==> src/rtl/mdio_pkg.sv <==
package mdio_pkg;
   localparam int PHY_W   = 5;
   localparam int REG_W   = 5;
   localparam int DATA_W  = 16;
   localparam int CMD_W   = 12;
   localparam int BODY_W  = 32;
   localparam int PHY_LSB = 0;
   localparam int REG_LSB = 5;
   localparam int DIR_BIT = 10;
   localparam int GO_BIT  = 11;

   localparam logic [1:0] SOF_CODE = 2'b01;
   localparam logic [1:0] OPC_WR   = 2'b01;
   localparam logic [1:0] OPC_RD   = 2'b10;
   localparam logic [1:0] TA_WR    = 2'b10;
   localparam logic [1:0] TA_RD    = 2'b11;

   typedef struct packed {
      logic             is_wr;
      logic [PHY_W-1:0] phy;
      logic [REG_W-1:0] regad;
   } mdio_cmd_t;

   function automatic mdio_cmd_t decode_cmd(input logic [CMD_W-1:0] w);
      mdio_cmd_t c;
      c.is_wr = w[DIR_BIT];
      c.phy   = w[PHY_LSB +: PHY_W];
      c.regad = w[REG_LSB +: REG_W];
      return c;
   endfunction

   function automatic logic [BODY_W-1:0] frame_body(input mdio_cmd_t c,
                                                    input logic [DATA_W-1:0] d);
      return {SOF_CODE, (c.is_wr ? OPC_WR : OPC_RD), c.phy, c.regad,
              (c.is_wr ? TA_WR : TA_RD), d};
   endfunction
endpackage

==> src/rtl/mdio_clk_div.sv <==
module mdio_clk_div #(
   parameter int DIV_W = 8
) (
   input  logic             clk,
   input  logic             rst_n,
   input  logic             run,
   input  logic [DIV_W-1:0] div,
   output logic             mdc,
   output logic             rise_stb,
   output logic             fall_stb
);
   logic [DIV_W-1:0] cnt_q;
   logic             mdc_q;
   logic             wrap;

   initial begin
      assert (DIV_W >= 1 && DIV_W <= 16) else $error("DIV_W out of range");
   end

   assign wrap     = run && (cnt_q == div);
   assign rise_stb = wrap && !mdc_q;
   assign fall_stb = wrap && mdc_q;
   assign mdc      = mdc_q;

   always_ff @(posedge clk) begin
      if (!rst_n) begin
         cnt_q <= '0;
         mdc_q <= 1'b0;
      end else if (!run) begin
         cnt_q <= '0;
         mdc_q <= 1'b0;
      end else if (wrap) begin
         cnt_q <= '0;
         mdc_q <= ~mdc_q;
      end else begin
         cnt_q <= cnt_q + 1'b1;
      end
   end


   half_period_chk: assert property (@(posedge clk) disable iff (!rst_n)
      run |-> (cnt_q <= div));


   idle_low_chk: assert property (@(posedge clk) disable iff (!rst_n)
      !run |=> !mdc_q);
endmodule

==> src/rtl/mdio_frame_seq.sv <==
module mdio_frame_seq
   import mdio_pkg::*;
#(
   parameter int PRE_LEN         = 32,
   parameter bit CAPTURE_ON_RISE = 1'b1
) (
   input  logic              clk,
   input  logic              rst_n,
   input  logic              start,
   input  mdio_cmd_t         cmd,
   input  logic [DATA_W-1:0] wdata,
   input  logic              rise_stb,
   input  logic              fall_stb,
   input  logic              mdio_i,
   output logic              busy,
   output logic              mdio_o,
   output logic              mdio_oe,
   output logic              rd_vld,
   output logic [DATA_W-1:0] rd_word
);
   localparam int FRAME_LEN = PRE_LEN + BODY_W;
   localparam int IDX_W     = $clog2(FRAME_LEN + 1);
   localparam int TA_IDX    = PRE_LEN + 14;
   localparam int DATA_IDX  = PRE_LEN + 16;
   localparam int LAST_IDX  = FRAME_LEN - 1;

   logic [FRAME_LEN-1:0] shf_q;
   logic [IDX_W-1:0]     idx_q;
   logic                 busy_q;
   logic                 rd_q;
   logic                 oe_q;
   logic [DATA_W-1:0]    cap_q;
   logic [DATA_W-1:0]    cap_nxt;
   logic                 smp_stb;
   logic                 take_bit;
   logic                 last_fall;

   initial begin
      assert (PRE_LEN >= 1 && PRE_LEN <= 64) else $error("PRE_LEN out of range");
   end

   generate
      if (CAPTURE_ON_RISE) begin : g_smp_rise
         assign smp_stb = rise_stb;
      end else begin : g_smp_fall
         assign smp_stb = fall_stb;
      end
   endgenerate

   assign cap_nxt   = {cap_q[DATA_W-2:0], mdio_i};
   assign take_bit  = busy_q && rd_q && smp_stb && (idx_q >= IDX_W'(DATA_IDX));
   assign last_fall = busy_q && fall_stb && (idx_q == IDX_W'(LAST_IDX));
   assign rd_word   = take_bit ? cap_nxt : cap_q;
   assign rd_vld    = last_fall && rd_q;
   assign busy      = busy_q;
   assign mdio_o    = shf_q[FRAME_LEN-1];
   assign mdio_oe   = oe_q;

   always_ff @(posedge clk) begin
      if (!rst_n) begin
         shf_q  <= '0;
         idx_q  <= '0;
         busy_q <= 1'b0;
         rd_q   <= 1'b0;
         oe_q   <= 1'b0;
         cap_q  <= '0;
      end else if (start) begin
         shf_q  <= {{PRE_LEN{1'b1}}, frame_body(cmd, wdata)};
         idx_q  <= '0;
         busy_q <= 1'b1;
         rd_q   <= !cmd.is_wr;
         oe_q   <= 1'b1;
         cap_q  <= '0;
      end else if (busy_q) begin
         if (take_bit) cap_q <= cap_nxt;
         if (fall_stb) begin
            if (last_fall) begin
               busy_q <= 1'b0;
               oe_q   <= 1'b0;
            end else begin
               shf_q <= {shf_q[FRAME_LEN-2:0], 1'b0};
               idx_q <= idx_q + 1'b1;
               if (rd_q && idx_q == IDX_W'(TA_IDX - 1)) oe_q <= 1'b0;
            end
         end
      end
   end


   out_on_fall_chk: assert property (@(posedge clk) disable iff (!rst_n)
      (busy_q && $past(busy_q) && !$stable(shf_q[FRAME_LEN-1])) |-> $past(fall_stb));


   end_at_last_chk: assert property (@(posedge clk) disable iff (!rst_n)
      $fell(busy_q) |-> ($past(idx_q) == IDX_W'(LAST_IDX)));


   rd_release_chk: assert property (@(posedge clk) disable iff (!rst_n)
      (busy_q && rd_q && idx_q >= IDX_W'(TA_IDX)) |-> !oe_q);


   wr_drive_chk: assert property (@(posedge clk) disable iff (!rst_n)
      (busy_q && !rd_q) |-> oe_q);
endmodule

==> src/rtl/mdio_station_ctrl.sv <==
module mdio_station_ctrl
   import mdio_pkg::*;
#(
   parameter int DIV_W           = 8,
   parameter int PRE_LEN         = 32,
   parameter bit CAPTURE_ON_RISE = 1'b1
) (
   input  logic              clk,
   input  logic              rst_n,
   input  logic [DIV_W-1:0]  cfg_div,
   input  logic              cmd_wr,
   input  logic [CMD_W-1:0]  cmd_wdata,
   input  logic              data_wr,
   input  logic [DATA_W-1:0] data_wdata,
   output logic              busy,
   output logic [DATA_W-1:0] rd_data,
   output logic              mdc,
   output logic              mdio_o,
   output logic              mdio_oe,
   input  logic              mdio_i
);
   logic [DIV_W-1:0]  div_q;
   logic [DATA_W-1:0] dreg_q;
   logic              busy_w;
   logic              start;
   logic              rise_stb;
   logic              fall_stb;
   logic              rd_vld;
   logic [DATA_W-1:0] rd_word;
   mdio_cmd_t         cmd_w;

   assign cmd_w   = decode_cmd(cmd_wdata);
   assign start   = cmd_wr && cmd_wdata[GO_BIT] && !busy_w;
   assign busy    = busy_w;
   assign rd_data = dreg_q;

   always_ff @(posedge clk) begin
      if (!rst_n) begin
         div_q  <= '0;
         dreg_q <= '0;
      end else begin
         if (start) div_q <= cfg_div;
         if (rd_vld) dreg_q <= rd_word;
         else if (data_wr) dreg_q <= data_wdata;
      end
   end

   mdio_clk_div #(.DIV_W(DIV_W)) u_div (
      .clk      (clk),
      .rst_n    (rst_n),
      .run      (busy_w),
      .div      (div_q),
      .mdc      (mdc),
      .rise_stb (rise_stb),
      .fall_stb (fall_stb)
   );

   mdio_frame_seq #(.PRE_LEN(PRE_LEN), .CAPTURE_ON_RISE(CAPTURE_ON_RISE)) u_seq (
      .clk      (clk),
      .rst_n    (rst_n),
      .start    (start),
      .cmd      (cmd_w),
      .wdata    (dreg_q),
      .rise_stb (rise_stb),
      .fall_stb (fall_stb),
      .mdio_i   (mdio_i),
      .busy     (busy_w),
      .mdio_o   (mdio_o),
      .mdio_oe  (mdio_oe),
      .rd_vld   (rd_vld),
      .rd_word  (rd_word)
   );


   go_starts_chk: assert property (@(posedge clk) disable iff (!rst_n)
      (cmd_wr && cmd_wdata[GO_BIT] && !busy_w) |=> busy_w);


   busy_ignore_chk: assert property (@(posedge clk) disable iff (!rst_n)
      (busy_w && cmd_wr) |=> $stable(div_q));


   data_load_chk: assert property (@(posedge clk) disable iff (!rst_n)
      (data_wr && !rd_vld) |=> (dreg_q == $past(data_wdata)));
endmodule

==> config.mk <==
export PLATFORM = sky130hd
export DESIGN_NAME = mdio_station_ctrl
export DESIGN_NICKNAME = d
export VERILOG_FILES = /design/src/rtl/mdio_pkg.sv /design/src/rtl/mdio_clk_div.sv /design/src/rtl/mdio_frame_seq.sv /design/src/rtl/mdio_station_ctrl.sv
export SDC_FILE = /design/constraint.sdc
export NUM_CORES = 1
export LEC_CHECK = 0
export BUFFER_PORTS_ARGS = -buffer_cell sky130_fd_sc_hd__buf_4
export CORE_MARGIN = 10
export CORE_UTILIZATION = 45
export DETAILED_ROUTE_END_ITERATION = 16
export PLACE_DENSITY = 0.6
export SYNTH_ARGS = -nofsm -noshare
export SYNTH_HDL_FRONTEND = slang
export SYNTH_HIERARCHICAL = 1
export SYNTH_SLANG_ARGS = --single-unit
export TNS_END_PERCENT = 100
==> constraint.sdc <==
create_clock -name clk -period 4.6 [get_ports clk]
set_clock_uncertainty 0.2 [all_clocks]
set_input_delay 0.92 -clock clk [delete_from_list [all_inputs] [get_ports clk]]
set_output_delay 0.92 -clock clk [all_outputs]
set_load 0.01 [all_outputs]
==> results.md <==
- Design Area, Final: 7092 um^2
- Comb pwr share: 0.080
- Launch point of the worst path: u_div/cnt_q[4]$_SDFF_PP0_
- Final wirelength: 15,690 um
- Initial DRC count: 404
- Top FF cell, synth: dfxtp_1
- Routed wl met3: 780 um
- Number of distinct library cells after synthesis: 49
- Clock share of power: 0.468
- Top routing layer used: met4
- CTS clk-pin slew, worst paths: 50 ps
- RSZ-0062 raised after global routing: no
- Mapped Cells: 683
- Main area contributors after synthesis: dfxtp_1 (40%), a311o_1 (5.5%), a21oi_1 (4.2%)
- Top-area cell type share of the netlist area: 0.3998
- CP Max Fanout: 39
- Routed Antenna Nets: 0
- Final worst path period share: 0.7141
- Ys async rst share: 0
- DRC errors left: 0
- Syn Area/Cell: 9.019 um^2
- # IOs: 61
- Switching Power: 0.5773 mW
- Vias per cell: 6.093
- Fin Setup TNS: 0 ps
- Largest net degree at the start of global routing: 93
- CTS Buf Count: 17
- Yosys reg bits: 123
- DR WL met2: 7446 um
- Fmax: 0.3044 GHz
- Initial Util: 0.4615
- Switch share: 0.2242
- Startpoint types: flop
- Worst Setup Path Type: reg -> reg
- CP arrival: 3390 ps
- Final Setup Violations: 0
- Final slew viol count: 0
- H-Tree Depth: 4
- Critical R2R Launch: u_div/cnt_q[4]$_SDFF_PP0_
- Critical path, cell by cell: xnor2_1 -> nand4_1 -> nor2_2 -> and3_1 -> buf_4 -> and4_1 -> nand2_1 -> nor4b_2 -> buf_4 -> or2b_1 -> o211a_1
- Layout cells sized above 1: 0.1746
- Final Util: 0.5313
- Area Overhead vs Synth: 15.13%
- All-Layer GR Usage: 0.1669
- Die H: 137.0 um
- Diode count: 0
- Final critical-path required period: 3285 ps
- Commonest non-fill, non-tap cell in the layout: dfxtp_1
- DP HPWL: 9462 um
- Die ar.: 18,770 um^2
- Clk buf depth: 2
- CP max stage delay: 390 ps
- Global route overflow: 0
- Port bufs: 60
- Final nets: 744
- HP Start: u_seq/shf_q[31]$_SDFFE_PP0P_
- Cts hold-fix bufs: 0
- First-pass GRT wire length: 25,540 um
- Reg power frac: 0.453
- Synth warn: 6
- Slowest cell on crit path: dfxtp_1
- Initial DRT Pass Iterations: 5
- Sequential element share of the synthesized area: 0.3998
- LEAKAGE: 2.796 nW
- HP Class: reg -> reg
- Wire per inst: 17.71 um
- CP Capture Type: flop
- P_int: 1.998 mW
- CTS tree: yes
- CTS sink count: 123
- Row count: 42
- Via count: 5,398
- MaxCap Viol Count: 0
- Setup ws final: 1315 ps
- Syn nets: 728
- Cell seen most often among critical-path stages: buf_4
- Total power: 2.575 mW
- Met1 Wirelength: 7271 um
- Maximum VDD drop: 0.2664 mV
- Vias in the first global route: 5,060
- Worst-Skew Late Latency: 410 ps
- Mapped cell area: 6160 um^2
- CTS-repair resized insts: 0
- Area leader, netlist: dfxtp_1
- Slew @ Worst Pin: 1137 ps
- Worst EP required: 4710 ps
- Setup Fix Bufs, Post-CTS: 0
- Final hold violations: 0
- Antenna violations before repair: 0
- Core area: 13,350 um^2
- Relative slew margins: 0.2399
- Root Driver: clkbuf_16
- Run status: complete, no violations
- GPL Wtd Cong: 0.7698
- Pre-CTS WS: 1313 ps
- Die span in x: 137.0 um
- Area post-placement: 6556 um^2
- Most frequent cells in the layout: dfxtp_1 (123), buf_4 (75), a21oi_1 (52)
- Cell Pwr Density: 363.1 nW/um^2
- EDFF count, synth: 0
[state kept, by name (all words and copies together), names as in the netlist]
register / count
u_seq/cap_q: 16
u_seq/rd_q: 1
u_seq/mdio_oe: 1
div_q: 8
u_div/cnt_q: 8
u_div/mdc: 1
u_seq/shf_q: 64
u_seq/busy: 1
u_seq/idx_q: 7
rd_data: 16
[stage by stage]
step                      instances  hold slack, ps
final                           886           255.7
after global routing            886           290.1
after CTS                       886           256.9
after detailed placement        856           249.6
after global placement          856           244.7
after floorplan                 683           235.4
[worst max-delay path, delay by kind of cell (launching register included)]
kind,cells,cell delay (ps)
compound gates,1,120
xor+xnor,1,140
buf+inv,2,720
flops,1,390
simple gates,7,1580
[cell usage after synthesis, types with 2 or more instances]
cell type and number:
ha_1 4, a41oi_1 3, nand3_1 25, buf_6 3
o211a_1 17, nor3_1 2, xor2_1 4, and3_1 5
mux2i_1 14, a311o_1 34, mux2_2 6, a21oi_1 52
a21oi_2 2, and2_1 31, clkbuf_1 41, buf_4 10
buf_1 2, a31oi_1 28, and3b_1 2, o21ai_0 44
o211ai_1 28, and4b_1 2, buf_2 21, xnor2_1 10
nand4_1 35, dfxtp_1 123, nand2_1 48, nand2b_1 17
nor2_1 10, a32oi_1 28, mux2_4 10, nor2b_1 2
inv_1 4
[cell families (layout without fill, tap and decap cells)]
kind of cell	after synthesis	count (layout)	share of synthesized area
AOI/OAI and AO/OA	242	242	0.2801
and+or+nand+nor	188	188	0.1674
DFF	123	123	0.3998
buffers and inverters	82	109	0.06663
muxes	30	30	0.05809
xor gates and xnor gates	14	14	0.01991
adders and majority gates	4	4	0.008125
[per-layer routing]
metal  global-route usage  vias to the layer above
li1                     -                     2632
met1               0.2137                     2622
met2               0.2631                      128
met3              0.05205                       16
met4              0.04977                        0
met5                    0                        -
[power by group through the flow]
stage | logic [mW] | registers, mW | clock network [mW]
after floorplan | 0.136 | 1.18 | 0
after global placement | 0.201 | 1.18 | 0
after detailed placement | 0.207 | 1.19 | 0
after CTS | 0.207 | 1.16 | 1.23
after global routing | 0.227 | 1.17 | 1.28
final | 0.205 | 1.17 | 1.20
[area by class of cell]
| cell class | instances | area, um^2 |
|---|---|---|
| clock buffer | 29 | 530.5 |
| clock inverter | 1 | 5.005 |
| fill | 1245 | 6256 |
| inverter | 4 | 15.01 |
| multi-input combinational | 478 | 3296 |
| sequential | 123 | 2462 |
| tap | 176 | 220.2 |
| timing repair buffer | 75 | 563.0 |
[path summary, 6_finish.rpt]
check / to / slack, ps / cells after the start
min: u_seq/shf_q[31]$_SDFFE_PP0P_ / 260 / 2
max reg2reg: rd_data[3]$_SDFFE_PN0P_ / 1320 / 11
max: rd_data[3]$_SDFFE_PN0P_ / 1320 / 11
min reg2reg: u_seq/shf_q[31]$_SDFFE_PP0P_ / 260 / 2
(Power assumes the default switching activity.)
